--- src/rtl/shiftadd_pkg.sv ---
package shiftadd_pkg;

  // Command from the sequencer to the register datapath.
  typedef struct packed {
    logic load;   // capture operands, clear accumulator
    logic step;   // one add-then-shift step
  } dp_cmd_t;

  // Counter width for a count of n steps (at least one bit).
  function automatic int cnt_bits(input int n);
    return (n > 1) ? $clog2(n) : 1;
  endfunction

endpackage

--- src/rtl/shiftadd_rca.sv ---
module shiftadd_rca #(
  parameter int WIDTH = 4
) (
  input  logic [WIDTH-1:0] x_i,
  input  logic [WIDTH-1:0] y_i,
  input  logic             cin_i,
  output logic [WIDTH-1:0] sum_o,
  output logic             cout_o
);

  logic [WIDTH:0] carry;

  assign carry[0] = cin_i;

  // One full-adder cell per bit; carries ripple upward.
  for (genvar g = 0; g < WIDTH; g++) begin : g_cell
    logic half;
    assign half         = x_i[g] ^ y_i[g];
    assign sum_o[g]     = half ^ carry[g];
    assign carry[g + 1] = (x_i[g] & y_i[g]) | (carry[g] & half);
  end

  assign cout_o = carry[WIDTH];

endmodule

--- src/rtl/shiftadd_datapath.sv ---
module shiftadd_datapath
  import shiftadd_pkg::*;
#(
  parameter int WIDTH = 4
) (
  input  logic               clk,
  input  logic               rst_n,
  input  dp_cmd_t            cmd_i,
  input  logic [WIDTH-1:0]   mcand_i,
  input  logic [WIDTH-1:0]   mplier_i,
  output logic [2*WIDTH-1:0] product_o
);

  logic [WIDTH-1:0] m_q;
  logic [WIDTH-1:0] a_q;
  logic [WIDTH-1:0] q_q;
  logic [WIDTH-1:0] addend;
  logic [WIDTH-1:0] sum;
  logic             cout;

  // Operand select: multiplicand or zero, steered by the retiring bit.
  assign addend = q_q[0] ? m_q : '0;

  shiftadd_rca #(.WIDTH(WIDTH)) u_rca (
    .x_i    (a_q),
    .y_i    (addend),
    .cin_i  (1'b0),
    .sum_o  (sum),
    .cout_o (cout)
  );

  always_ff @(posedge clk) begin
    if (!rst_n) begin
      m_q <= '0;
      a_q <= '0;
      q_q <= '0;
    end else if (cmd_i.load) begin
      m_q <= mcand_i;
      a_q <= '0;
      q_q <= mplier_i;
    end else if (cmd_i.step) begin
      // {carry, sum, Q} moves right one place; Q's old LSB is dropped.
      {a_q, q_q} <= {cout, sum, q_q[WIDTH-1:1]};
    end
  end

  assign product_o = {a_q, q_q};

  // without a command the running product does not move.
  a_r6_quiet_hold: assert property (@(posedge clk) disable iff (!rst_n)
    (!cmd_i.load && !cmd_i.step) |=> $stable(product_o));

  // the multiplicand register changes only on a load.
  a_r8_mcand_kept: assert property (@(posedge clk) disable iff (!rst_n)
    !cmd_i.load |=> $stable(m_q));

endmodule

--- src/rtl/shiftadd_ctrl.sv ---
module shiftadd_ctrl
  import shiftadd_pkg::*;
#(
  parameter int WIDTH = 4
) (
  input  logic    clk,
  input  logic    rst_n,
  input  logic    start_i,
  output dp_cmd_t cmd_o,
  output logic    busy_o,
  output logic    done_o
);

  localparam int             CW   = cnt_bits(WIDTH);
  localparam logic [CW-1:0]  LAST = CW'(WIDTH - 1);

  logic [CW-1:0] cnt_q;
  logic          busy_q;
  logic          done_q;
  logic          accept;

  assign accept     = start_i && !busy_q;
  assign cmd_o.load = accept;
  assign cmd_o.step = busy_q;

  always_ff @(posedge clk) begin
    if (!rst_n) begin
      cnt_q  <= '0;
      busy_q <= 1'b0;
      done_q <= 1'b0;
    end else begin
      done_q <= 1'b0;
      if (accept) begin
        busy_q <= 1'b1;
        cnt_q  <= '0;
      end else if (busy_q) begin
        if (cnt_q == LAST) begin
          busy_q <= 1'b0;
          done_q <= 1'b1;
        end else begin
          cnt_q <= cnt_q + 1'b1;
        end
      end
    end
  end

  assign busy_o = busy_q;
  assign done_o = done_q;

  // done is a single-cycle pulse.
  a_r4_done_pulse: assert property (@(posedge clk) disable iff (!rst_n)
    done_q |=> !done_q);

  // done and busy are exclusive.
  a_r4_done_not_busy: assert property (@(posedge clk) disable iff (!rst_n)
    !(done_q && busy_q));

  // done appears only as busy falls.
  a_r3_done_on_fall: assert property (@(posedge clk) disable iff (!rst_n)
    done_q |-> $fell(busy_q));

  // the step counter stays inside the WIDTH-step window.
  a_r3_cnt_bound: assert property (@(posedge clk) disable iff (!rst_n)
    cnt_q <= LAST);

  // a start while busy does not restart the count.
  a_r5_no_restart: assert property (@(posedge clk) disable iff (!rst_n)
    (busy_q && cnt_q != LAST) |=> (busy_q && cnt_q == $past(cnt_q) + 1'b1));

endmodule

--- src/rtl/shiftadd_mult.sv ---
module shiftadd_mult
  import shiftadd_pkg::*;
#(
  parameter int WIDTH = 4
) (
  input  logic               clk,
  input  logic               rst_n,
  input  logic               start,
  input  logic [WIDTH-1:0]   mcand,
  input  logic [WIDTH-1:0]   mplier,
  output logic [2*WIDTH-1:0] product,
  output logic               busy,
  output logic               done
);

  dp_cmd_t cmd;

  shiftadd_ctrl #(.WIDTH(WIDTH)) u_ctrl (
    .clk     (clk),
    .rst_n   (rst_n),
    .start_i (start),
    .cmd_o   (cmd),
    .busy_o  (busy),
    .done_o  (done)
  );

  shiftadd_datapath #(.WIDTH(WIDTH)) u_dp (
    .clk       (clk),
    .rst_n     (rst_n),
    .cmd_i     (cmd),
    .mcand_i   (mcand),
    .mplier_i  (mplier),
    .product_o (product)
  );

  // an accepted request clears A and shows the multiplier in Q.
  a_r2_load_view: assert property (@(posedge clk) disable iff (!rst_n)
    (start && !busy) |=> (busy && product == {{WIDTH{1'b0}}, $past(mplier)}));

  // idle without a request keeps the product steady.
  a_r6_idle_hold: assert property (@(posedge clk) disable iff (!rst_n)
    (!busy && !start) |=> $stable(product));

endmodule

--- config.mk ---
export PLATFORM = sky130hd
export DESIGN_NAME = shiftadd_mult
export DESIGN_NICKNAME = d
export VERILOG_FILES = /design/src/rtl/shiftadd_pkg.sv /design/src/rtl/shiftadd_rca.sv /design/src/rtl/shiftadd_datapath.sv /design/src/rtl/shiftadd_ctrl.sv /design/src/rtl/shiftadd_mult.sv
export SDC_FILE = /design/constraint.sdc
export NUM_CORES = 1
export LEC_CHECK = 0
export ABC_AREA = 1
export BUFFER_PORTS_ARGS = -buffer_cell sky130_fd_sc_hd__buf_2
export CAP_MARGIN = 15
export CORE_UTILIZATION = 49
export CTS_CLUSTER_SIZE = 10
export DETAILED_ROUTE_END_ITERATION = 10
export PLACE_DENSITY = 0.76
export SLEW_MARGIN = 20
export SYNTH_ARGS = -nofsm -noshare
export SYNTH_HDL_FRONTEND = slang
export SYNTH_SLANG_ARGS = --single-unit
--- constraint.sdc ---
create_clock -name clk -period 3.2 [get_ports clk]
set_clock_uncertainty 0.2 [all_clocks]
set_input_delay 0.16 -clock clk [delete_from_list [all_inputs] [get_ports clk]]
set_output_delay 0.16 -clock clk [all_outputs]
set_load 0.05 [all_outputs]
### Word level (Yosys, flattened, before mapping)

Cells that the tools add are included.

* register bits: 16
* input bits: 11
* output and inout port bits: 10
* logic and storage cells: 41

* add/sub/neg operators: 1
* equal/unequal tests: 1
* mux-type cells: 7
* bitwise operators: 20
* reductions and logical operators: 6

Operators with widths (number)
* 4-bit two-way mux: 3
* 1-bit bitwise AND: 7
* 1-bit XOR: 7
* 1-bit two-way mux: 4
* 1-bit inverter: 3
* 1-bit OR: 3
* 3-bit OR reduction: 1
* 2-bit by 1-bit adder with 2-bit output, second input constant: 1
* 2-bit equality test, second input constant: 1
* 2-bit AND reduction: 1
* 2-bit nonzero test: 1
* 2-bit OR reduction: 1
* 1-bit logical AND: 1
* 1-bit zero test: 1

### Longest topological paths before layout

Gate-level depths: netlist of run 1.

* depth in word-level cells: 8
* depth in mapped cells: 11
* mapped depth without buffers: 11

### Hierarchy

Synthesis of run 1 repeated with hierarchy kept, for this count alone.

* cells, all modules: 120
* area total of the unflattened synthesis: 842.1 um^2

By module, submodules not included
* shiftadd_datapath: instances 1, cells each 80, area an instance 520.5 um^2, sequential area each 240.2 um^2
* shiftadd_ctrl: instances 1, cells each 26, area an instance 203.9 um^2, sequential area each 80.1 um^2
* shiftadd_rca: instances 1, cells each 14, area an instance 117.6 um^2, sequential area each 0.0 um^2

### Worst setup path after synthesis of run 1

No wires, ideal clock.

* path type: register -> register
* from: register u_dp.q_q[0]
* to: register u_dp.a_q[2]
* library setup time: 67 ps
* data arrival time: 2338 ps
* data required time: 2933 ps
* slack: 595 ps
* cell stages (with the launch flop): 12
* path buffers: 0
* clock period less this slack: 2605 ps
* cell sequence: dfxtp_1 -> nand2_1 -> inv_1 -> ha_1 -> inv_1 -> fa_1 -> inv_1 -> fa_1 -> inv_1 -> fa_1 -> or2_0 -> a21oi_2

* longest elaborated chain between the ends: 7
* elaborated cells on any way between the ends: 12
* those cells by class: mux: 1; bitwise: 11

RTL lines
* start, declared: line shiftadd_datapath.sv:16 `logic [WIDTH-1:0] q_q;`
* start signal, assigned: line shiftadd_datapath.sv:40 `q_q <= mplier_i;`
* start signal, assigned: line shiftadd_datapath.sv:43 `{a_q, q_q} <= {cout, sum, q_q[WIDTH-1:1]};`
* 4-bit two-way mux (*): line shiftadd_datapath.sv:22 `assign addend = q_q[0] ? m_q : '0;`
* 1-bit bitwise AND / 1-bit XOR (equally long branches): line shiftadd_rca.sv:20, shiftadd_rca.sv:18
* 1-bit bitwise AND: line shiftadd_rca.sv:20 `assign carry[g + 1] = (x_i[g] & y_i[g]) | (carry[g] & half);`
* 1-bit OR: line shiftadd_rca.sv:20
* 1-bit bitwise AND: line shiftadd_rca.sv:20
* 1-bit OR: line shiftadd_rca.sv:20
* 1-bit XOR (*): line shiftadd_rca.sv:19 `assign sum_o[g] = half ^ carry[g];`
* end signal, assigned: line shiftadd_datapath.sv:43
* end, declared: line shiftadd_datapath.sv:15 `logic [WIDTH-1:0] a_q;`

Every way passes the cells marked *; elsewhere a longest branch is shown, timed or not.
A chain may end at the register's enable or synchronous reset.

### Worst setup path after layout of run 1

Ends and elaborated chain as after synthesis.

==> flow_summary.json, run 1 <==
{
  "cp.required_ns": 3.22,
  "p_total_mw": 0.3916,
  "grt_pass1_wl_mm": 2.194,
  "cts_buffers": 3,
  "clk-insertion-delay-late_ns": 0.28,
  "routed-via-count": 706,
  "worst_slew_pin_slew_ns": 0.3159,
  "finalSetupTns_ns": 0,
  "cts_tree": "built",
  "irDropWorstVdd_mv": 0.2497,
  "drt_iter0_markers": 15,
  "holdWs_ns": -0.005010,
  "cts_sinks": 16,
  "crit_path_max_fanout": 6,
  "ys.warnings.count": 0,
  "hold_path_end": "u_dp.q_q[3]",
  "antenna_found_initial": 0,
  "maxSlewViolCount": 0,
  "critical_path_arrival_ns": 2.38,
  "max_freq_mhz": 424.6,
  "ff2ff_path_depth": 11,
  "stdcell_count": 145,
  "worstHoldStart": "mplier[3]",
  "r2r_start": "u_dp.q_q[0]",
  "outcome": "finished, violations left",
  "gp_congestion": 0.7210,
  "critPathMaxStageDelay_ns": 0.41,
  "drt_wl_total_mm": 1.541,
  "ys_seq_area_share_pct": 42.24,
  "wire_per_inst_um": 10.63,
  "cts_buffer_depth": 2,
  "grt_pass1_vias": 542,
  "finalCritPeriodShare_pct": 73.61,
  "root_buffer": "clkbuf_4",
  "synth.distinct_cells": 16,
  "post-place-ws_ns": 0.8655,
  "die-area_mm2": 0.001709,
  "core_mm2": 0.001366,
  "diodes": 0,
  "via_per_inst": 4.869,
  "timing.max_cap.violations": 0,
  "syn_nets": 117,
  "num_io_pins": 21,
  "place_hpwl_mm": 1.034,
  "syn_area_um2": 758.2,
  "grt_max_degree": 14,
  "die_w_um": 41.34,
  "synthCells": 101,
  "grt_use_total_pct": 20.49,
  "port_buffers": 20,
  "cp-start-kind": "register",
  "rsz0062_at_grt": "false",
  "die_h_um": 41.34,
  "crit_chain": "nand2_1, inv_1, ha_1, inv_1, fa_1, inv_1, fa_1, inv_1, fa_1, or2_0, a21oi_2",
  "p_leak_nw": 0.4839,
  "clk_pin_slew_ns": 0.09,
  "postSynthAreaPerCell_um2": 7.507,
  "drc": 0,
  "fin_nets": 148,
  "critPathKind": "register to register",
  "crit_path_end_kind": "register",
  "dp.cells": 133,
  "fin_ws_ns": 0.8446,
  "finalCriticalPeriod_ns": 2.355,
  "worstHoldPathType": "input port to register",
  "hold_viol_final": 1,
  "ys_ff_latch": 16,
  "rrSetupSlack_ns": 0.84,
  "violations": "hold timing",
  "critPathMostFrequentCell": "inv_1",
  "rows": 13,
  "layout-drive-gt1-share_pct": 20.77,
  "drtPass1Iterations": 4,
  "r2r-end": "u_dp.a_q[2]",
  "critical-path-slowest-cell": "dfxtp_1",
  "grt_overflow": 0,
  "finalSetupViolCount": 0,
  "cts_setup_buffers": 0,
  "htreeDepth": 1,
  "power.density_mw_per_mm2": 407.0,
  "initial_core_util_pct": 55.49,
  "drt.antenna.violating_nets": 0,
  "area_growth_pct": 26.90,
  "whs_path_depth": 5,
  "max_slew_margin_pct": 78.91
}
[Yosys cell counts]
master   number  area, µm²
nand2_1      28      105.1
o21ai_0       4      20.02
nor3_1        1      5.000
or2_0         1      6.260
inv_1        16      60.06
nor2_1        9      33.78
inv_2         1      3.750
a21oi_2       1      8.760
buf_2         1      5.000
fa_1          3      60.06
buf_6         2      22.52
or2_2         2      12.51
a21oi_1       6      30.03
ha_1          2      25.02
nand3_1       8      40.04
dfxtp_1      16      320.3
[cells in the final DEF, fill, tap and decap left out]
cell           count
nand2_1           28
inv_2              1
dlygate4sd3_1      9
fa_1               3
or2_0              1
clkbuf_4           3
nor2_1             9
dfxtp_1           16
buf_2             20
a21oi_2            1
o21ai_0            4
ha_1               2
or2_2              2
a21oi_1            6
nand3_1            8
nor3_1             1
inv_1             16
[worst max path at each step]
stage / start / endpoint / slack, ns
after detailed placement: u_dp.q_q[0] / u_dp.a_q[2] / 0.87
after global placement: u_dp.q_q[0] / u_dp.a_q[2] / 0.90
after CTS: u_dp.q_q[0] / u_dp.a_q[2] / 0.84
final: u_dp.q_q[0] / u_dp.a_q[2] / 0.84
after floorplan: u_dp.q_q[0] / u_dp.a_q[2] / 0.60
after global routing: u_dp.q_q[0] / u_dp.a_q[2] / 0.71
[critical path: cells and delay by family, from the launching register on]
family,cells,cell delay [ns]
adders and majority gates,4,1.03
DFF,1,0.41
buffers and inverters,4,0.21
AOI/OAI and AO/OA,1,0.12
and+or+nand+nor,2,0.31
[cells by family after synthesis]
family	share of synthesized area [%]
DFF	42.24
buffers and inverters	12.05
AOI/OAI and AO/OA	7.756
adders and majority gates	11.22
and+or+nand+nor	26.73
[routing by layer]
layer  share of wire, %  track usage [%]  up-vias
met5                  0                0        -
met4                2.5            12.10        0
met3                3.9            3.191        5
met2                 49            35.94       20
met1                 45            23.26      315
li1                   -                -      366
[stage by stage]
stage | cell area (µm²) | utilization [%]
2_1_floorplan | 758.2 | -
3_3_place_gp | 849.6 | 62.18
3_5_place_dp | 849.6 | 62.18
4_1_cts | 962.2 | 70.42
5_1_grt | 962.2 | 70.42
6_report | 962.2 | 70.42
[area by class of cell]
| type | instances | area [µm²] |
|---|---|---|
| clock buffers | 3 | 22.52 |
| well taps | 15 | 18.77 |
| fillers | 112 | 404.1 |
| flip-flops and latches | 16 | 320.3 |
| repair buffers | 29 | 190.2 |
| inverters | 17 | 63.81 |
| multi-input cells | 65 | 346.6 |
[flip-flops by register name, summed over array words and instances, names as in the netlist]
| register | cells |
|---|---|
| u_dp.a_q | 4 |
| u_dp.m_q | 4 |
| u_dp.q_q | 4 |
| u_ctrl.cnt_q | 2 |
| u_ctrl.busy_o | 1 |
| u_ctrl.done_o | 1 |
[report_power, final]
group / total (mW) / leakage (nW) / switching (mW) / internal (mW)
Combinational: 0.0700 / 0.339 / 0.0441 / 0.0259
Sequential: 0.217 / 0.131 / 0.00869 / 0.209
Clock: 0.104 / 0.0138 / 0.0604 / 0.0437
Total: 0.392 / 0.484 / 0.113 / 0.278
[what timing repair did]
item,CTS,global route
hold buffers,9,0
hold endpoints to repair,9,0
gates resized for setup,0,0
Power figures use the tool's default switching activity.
==> inputs of run 2 (changes only) <==
Settings changed: ABC_AREA 1 to 0, CORE_UTILIZATION 49 to 45, PLACE_DENSITY 0.76 to 0.73.
Clock period 3.2 ns to 1.9 ns, I/O delays scaled along.
==> run 2 against run 1 <==
Net effect: the flow finishes with violations (DRC, setup timing); worst setup slack got worse by 1.1 ns; core utilization decreased by 4.5 points; total power increased by 79%; maximum frequency increased by 7.7%; sequential cell count unchanged; sequential power increased by 72%; synthesized cell count decreased by 22%; first-iteration DRC count decreased by 67%; register-to-register slack got worse by 1.1 ns; count of clock-buffer cells in the layout increased by 1; final cell count decreased by 13%; die area increased by 12%; critical endpoint unchanged; largest cell class unchanged; highest routed layer unchanged.
==> flow_summary.json, run 2 <==
{
  "outcome": "finished, violations left",
  "violations": "DRC, setup timing",
  "worst_slew_pin_slew_ns": 0.4233,
  "ys_seq_area_share_pct": 40.96,
  "grt_pass1_wl_mm": 2.670,
  "irDropWorstVdd_mv": 0.4563,
  "drt.antenna.violating_nets": 0,
  "port_buffers": 20,
  "drt_iter0_markers": 5,
  "max_freq_mhz": 457.5,
  "htreeDepth": 1,
  "layout-drive-gt1-share_pct": 31.82,
  "power.density_mw_per_mm2": 684.2,
  "cp.required_ns": 1.89,
  "fin_nets": 127,
  "syn_area_um2": 782.0,
  "root_buffer": "clkbuf_4",
  "yosys-top-cells-count": "16 x dfxtp_1, 9 x mux2i_1, 7 x nor2b_1",
  "global_route.usage.met1_pct": 21.05,
  "postSynthAreaPerCell_um2": 9.899,
  "holdWs_ns": 0.06592,
  "drtPass1Iterations": 6,
  "synthTopCellsByArea": "dfxtp_1 41%, mux2i_1 12%, fa_1 7.7%",
  "die_w_um": 43.69,
  "fin_ws_ns": -0.2860,
  "area_growth_pct": 31.36,
  "die_h_um": 43.69,
  "max_slew_margin_pct": 71.74,
  "synth_edf_count": 0,
  "via_per_inst": 5.135,
  "yosysMostFrequentCell": "dfxtp_1",
  "clk_pin_slew_ns": 0.09,
  "routed-via-count": 647,
  "initial_core_util_pct": 50.16,
  "p_total_mw": 0.7029,
  "finalCritPeriodShare_pct": 115.1,
  "ys_ff_latch": 16,
  "syn_nets": 95,
  "crit_path_end_kind": "register",
  "finalSetupViolCount": 3,
  "p_leak_nw": 0.4504,
  "reg_top3": "u_dp.a_q x4, u_dp.m_q x4, u_dp.q_q x4",
  "maxSlewViolCount": 0,
  "antenna_found_initial": 0,
  "cts_tree": "built",
  "grt_use_total_pct": 20.00,
  "synthCells": 79,
  "finalCriticalPeriod_ns": 2.186,
  "timing.max_cap.violations": 0,
  "critical_path_arrival_ns": 2.17,
  "rows": 14,
  "wire_per_inst_um": 12.77,
  "ys.warnings.count": 0,
  "synth_top_area_share_pct": 40.96,
  "synth.distinct_cells": 21,
  "cp-start-kind": "register",
  "hold_viol_final": 0,
  "core_mm2": 0.001559,
  "synth-async-reset-ratio_pct": 0,
  "gp_congestion": 0.7107,
  "die-area_mm2": 0.001908,
  "cts_buffer_depth": 2,
  "rsz0062_at_grt": "true",
  "worstHoldPathType": "input port to register",
  "cts_sinks": 16,
  "grt_max_degree": 18,
  "final_common_cell": "buf_2",
  "place_hpwl_mm": 1.078,
  "drt_wl_total_mm": 1.609,
  "crit_path_max_fanout": 2,
  "ys.flop_type": "dfxtp_1",
  "cts_buffers": 3,
  "clk-insertion-delay-late_ns": 0.29,
  "grt_busiest_layer": "met2",
  "drc": 1,
  "critPathKind": "register to register",
  "num_io_pins": 21,
  "grt_overflow": 0,
  "grt_pass1_vias": 649,
  "yosysTopAreaCell": "dfxtp_1",
  "use_met3_pct": 7.500,
  "cts_setup_buffers": 0,
  "diodes": 0,
  "final_cell_mix": "20 x buf_2, 12 x dfxtp_1, 9 x mux2i_1, 9 x dlygate4sd3_1, 7 x nor2b_1",
  "use_met2_pct": 34.33
}
==> run 2: cell count changes in the layout (fill, tap and decap cells not counted), moves of 4 or more <==
cell and delta:
nand2_1 -26, inv_1 -12, mux2i_1 +9, nand3_1 -8, nor2b_1 +7, nor2_1 -5, dfxtp_1 -4, o21a_1 +4
==> run 2: per-stage QoR <==
step / TNS [ns] / instances / cell area, µm² / utilization [%] / setup slack, ns
after global routing: -0.6823 / 126 / 1027 / 65.89 / -0.3683
after global placement: -0.3583 / 113 / 909.6 / 58.35 / -0.2702
after floorplan: -0.7025 / 79 / 805.8 / - / -0.3938
after CTS: -0.4668 / 126 / 1027 / 65.89 / -0.3132
after detailed placement: -0.4259 / 113 / 909.6 / 58.35 / -0.2988
final: -0.4429 / 126 / 1027 / 65.89 / -0.2860
==> run 2: layer usage <==
layer / vias up / share of wire, %
li1: 324 / -
met3: 4 / 5.3
met1: 302 / 43
met5: - / 0
met2: 17 / 50
met4: 0 / 1.9
==> run 2: cell families after synthesis <==
logic type | synth area share (%)
AND/OR/NAND/NOR | 15.68
XOR/XNOR | 1.120
multiplexers | 11.52
flip-flops | 40.96
adder cells (fa/ha/maj) | 10.88
buffers and inverters | 7.839
AO/OA/AOI/OAI | 12.00
==> run 2: what timing repair did <==
item / CTS / global route
gates resized for setup: 1 / 0
hold buffers: 9 / 0
pin swaps: 0 / 2
endpoints found under the setup margin: 3 / 3
endpoints found under the hold margin: 14 / 0
==> run 2: final timing paths <==
check / start / end / slack [ns] / cells after the start
max: u_dp.q_q[0] / u_dp.a_q[2] / -0.29 / 10
min: start / u_dp.q_q[0] / 0.07 / 3
max reg2reg: u_dp.q_q[0] / u_dp.a_q[2] / -0.29 / 10
min reg2reg: u_dp.m_q[0] / u_dp.m_q[0] / 0.33 / 2
==> run 2: worst max-delay path, stage by stage (launching register included) <==
cell     delay (ns)
dfxtp_4        0.35
and2_4         0.13
ha_4           0.11
inv_2          0.03
fa_2           0.32
inv_2          0.06
fa_1           0.15
inv_1          0.05
fa_1           0.47
nor2_1         0.04
o21a_1         0.17
==> run 2: final cells by class <==
| class | count | area [µm²] |
|---|---|---|
| Fill cell | 133 | 531.8 |
| Multi-Input combinational cell | 52 | 417.9 |
| Sequential cell | 16 | 327.8 |
| Timing Repair Buffer | 32 | 212.7 |
| Clock buffer | 4 | 26.28 |
| Inverter | 6 | 22.52 |
| Tap cell | 16 | 20.02 |
==> run 2: power by group <==
group	internal (mW)	switching, mW
clock	0.0816	0.105
combinational	0.0597	0.0832
sequential	0.355	0.0179
total	0.496	0.206
==> inputs of run 3 (changes only) <==
Settings changed: RECOVER_POWER from default to 25.
Clock period 1.9 ns to 2 ns, I/O delays scaled along.
==> run 3 against run 2 <==
Net effect: the flow still finishes with violations (DRC, setup timing); first-iteration DRC count rose by 100%; via count did not move; count of clock-buffer cells in the layout did not move; core utilization rose by 0.56 points; total power fell by 4.2%; non-clock buffer count rose by 1; cell area rose by 0.85%; routed wire length fell by 3.8%; clock power fell by 3%; combinational power fell by 3%; critical path depth did not move; critical endpoint unchanged; highest routed layer unchanged.
==> flow_summary.json, run 3 (synthesis results as in run 2) <==
{
  "critical_path_arrival_ns": 2.19,
  "via_per_inst": 5.094,
  "die_h_um": 43.69,
  "crit_start": "u_dp.q_q[0]",
  "fin_nets": 128,
  "cp-start-kind": "register",
  "clk-insertion-delay-late_ns": 0.28,
  "max_slew_margin_pct": 60.76,
  "place_hpwl_um": 988.2,
  "drt_wl_total_mm": 1.548,
  "endpoint": "u_dp.a_q[2]",
  "grt_overflow": 0,
  "crit_path_end_kind": "register",
  "htreeDepth": 1,
  "core_mm2": 0.001559,
  "routed-via-count": 647,
  "drt.antenna.violating_nets": 0,
  "finalCriticalPeriod_ns": 2.203,
  "grt_pass1_wl_mm": 2.566,
  "power.density_mw_per_mm2": 649.7,
  "wire_per_inst_um": 12.19,
  "worst_slew_pin_slew_ns": 0.5912,
  "grt_pass1_vias": 602,
  "p_leak_nw": 0.4402,
  "rrSetupSlack_ns": -0.20,
  "final_common_cell": "buf_2",
  "cp.depth": 10,
  "finalSetupViolCount": 2,
  "timing.max_cap.violations": 0,
  "cp_top_family": "adder cells",
  "critical-path-slowest-cell": "fa_1",
  "drtPass1Iterations": 7,
  "diodes": 0,
  "seqCellArea_um2": 329.1,
  "finalCritPeriodShare_pct": 110.2,
  "grt_max_degree": 18,
  "ff2ff_path_depth": 10,
  "critPathKind": "register to register",
  "gp_congestion": 0.7455,
  "cts_sinks": 16,
  "drc": 1,
  "finalSetupTns_ns": -0.2538,
  "drt_iter0_markers": 10,
  "outcome": "finished, violations left",
  "num_io_pins": 21,
  "irDropWorstVdd_mv": 0.4303,
  "rsz0062_at_grt": "true",
  "r2r-end": "u_dp.a_q[2]",
  "antenna_found_initial": 0,
  "cp.required_ns": 1.99,
  "grt_use_total_pct": 18.58,
  "reg_top3": "u_dp.a_q x4, u_dp.m_q x4, u_dp.q_q x4",
  "hold_viol_final": 0,
  "max_freq_mhz": 453.9,
  "clk_pin_slew_ns": 0.10,
  "rows": 14,
  "critical_path_buf_inv_count": 3,
  "die-area_mm2": 0.001908,
  "initial_core_util_pct": 50.16,
  "final_cell_mix": "16 x buf_2, 11 x dlygate4sd3_1, 11 x dfxtp_1, 9 x mux2i_1, 7 x nor2b_1",
  "crit_chain": "and2_4, ha_4, inv_2, fa_2, inv_2, fa_1, inv_1, fa_1, nor2_1, o21a_1",
  "whs_path_depth": 3,
  "area_growth_pct": 32.48,
  "cts_buffers": 3,
  "multi_input_area_um2": 417.9,
  "worstHoldPathType": "input port to register",
  "critPathMaxStageDelay_ns": 0.47,
  "fin_ws_ns": -0.2033,
  "port_buffers": 20,
  "layout-drive-gt1-share_pct": 27.93,
  "die_w_um": 43.69,
  "num-fill-cells": 140,
  "maxSlewViolCount": 0,
  "cts_setup_buffers": 0,
  "crit_path_max_fanout": 2,
  "violations": "DRC, setup timing",
  "cts_buffer_depth": 2,
  "cts_tree": "built",
  "root_buffer": "clkbuf_4",
  "final_util_pct": 66.45,
  "r2r_start": "u_dp.q_q[0]"
}
run 3: cell count changes in the layout (fill, tap and decap cells not counted):
cell | previous run | this run
buf_2 | 20 | 16
clkbuf_1 | 1 | 5
dlygate4sd3_1 | 9 | 11
buf_4 | 3 | 2
dfxtp_1 | 12 | 11
dfxtp_2 | 3 | 4
run 3: through the flow:
stage	instance area [µm²]	hold WS (ns)	setup slack (ns)	total power, mW	cells
floorplan	805.8	0.02817	-0.2938	0.4529	79
CTS	1040	0.06168	-0.2138	0.6760	127
detailed placement	902.1	0.1633	-0.2054	0.4789	112
global route	1036	0.08367	-0.2849	0.7082	127
global placement	902.1	0.1541	-0.1692	0.4761	112
finish	1036	0.08642	-0.2033	0.6731	127
run 3: power by group:
part / leakage, nW / switching, mW / internal, mW
clock network: 0.0150 / 0.104 / 0.0774
logic: 0.292 / 0.0791 / 0.0587
registers: 0.133 / 0.0164 / 0.338
run 3: how the worst min path moves through the flow:
stage | from | slack, ns | endpoint
3_5_place_dp | mcand[2] | 0.16 | u_dp.m_q[2]
4_1_cts | start | 0.06 | u_dp.q_q[3]
2_1_floorplan | rst_n | 0.03 | u_dp.m_q[2]
5_1_grt | start | 0.08 | u_dp.q_q[3]
6_report | start | 0.09 | u_dp.q_q[2]
3_3_place_gp | mcand[2] | 0.15 | u_dp.m_q[2]
run 3: what timing repair did:
action | in CTS | in global routing
endpoints found under the hold margin | 13 | 0
hold buffers | 11 | 0
pin swaps | 0 | 1
resized for setup | 1 | 1
setup endpoints to repair | 2 | 4
run 3: area by class of cell:
cell class / count / area share [%]
multi-input cells: 52 / 40.34
flip-flops and latches: 16 / 31.76
repair buffers: 33 / 21.26
clock buffers: 4 / 2.536
inverters: 6 / 2.174
well taps: 16 / 1.932
run 3: layer usage:
layer	up-vias	part of all wire, %	GRT usage [%]
met5	-	0	0
met4	0	1.2	10.63
met3	4	3.7	2.917
met2	18	49	30.45
met1	298	46	23.04
li1	327	-	-
run 3: worst min-delay path, delay by kind of cell:
kind	cells	cell delay (ns)
compound gates	1	0.07
buf+inv	1	0.18
mux	1	0.17
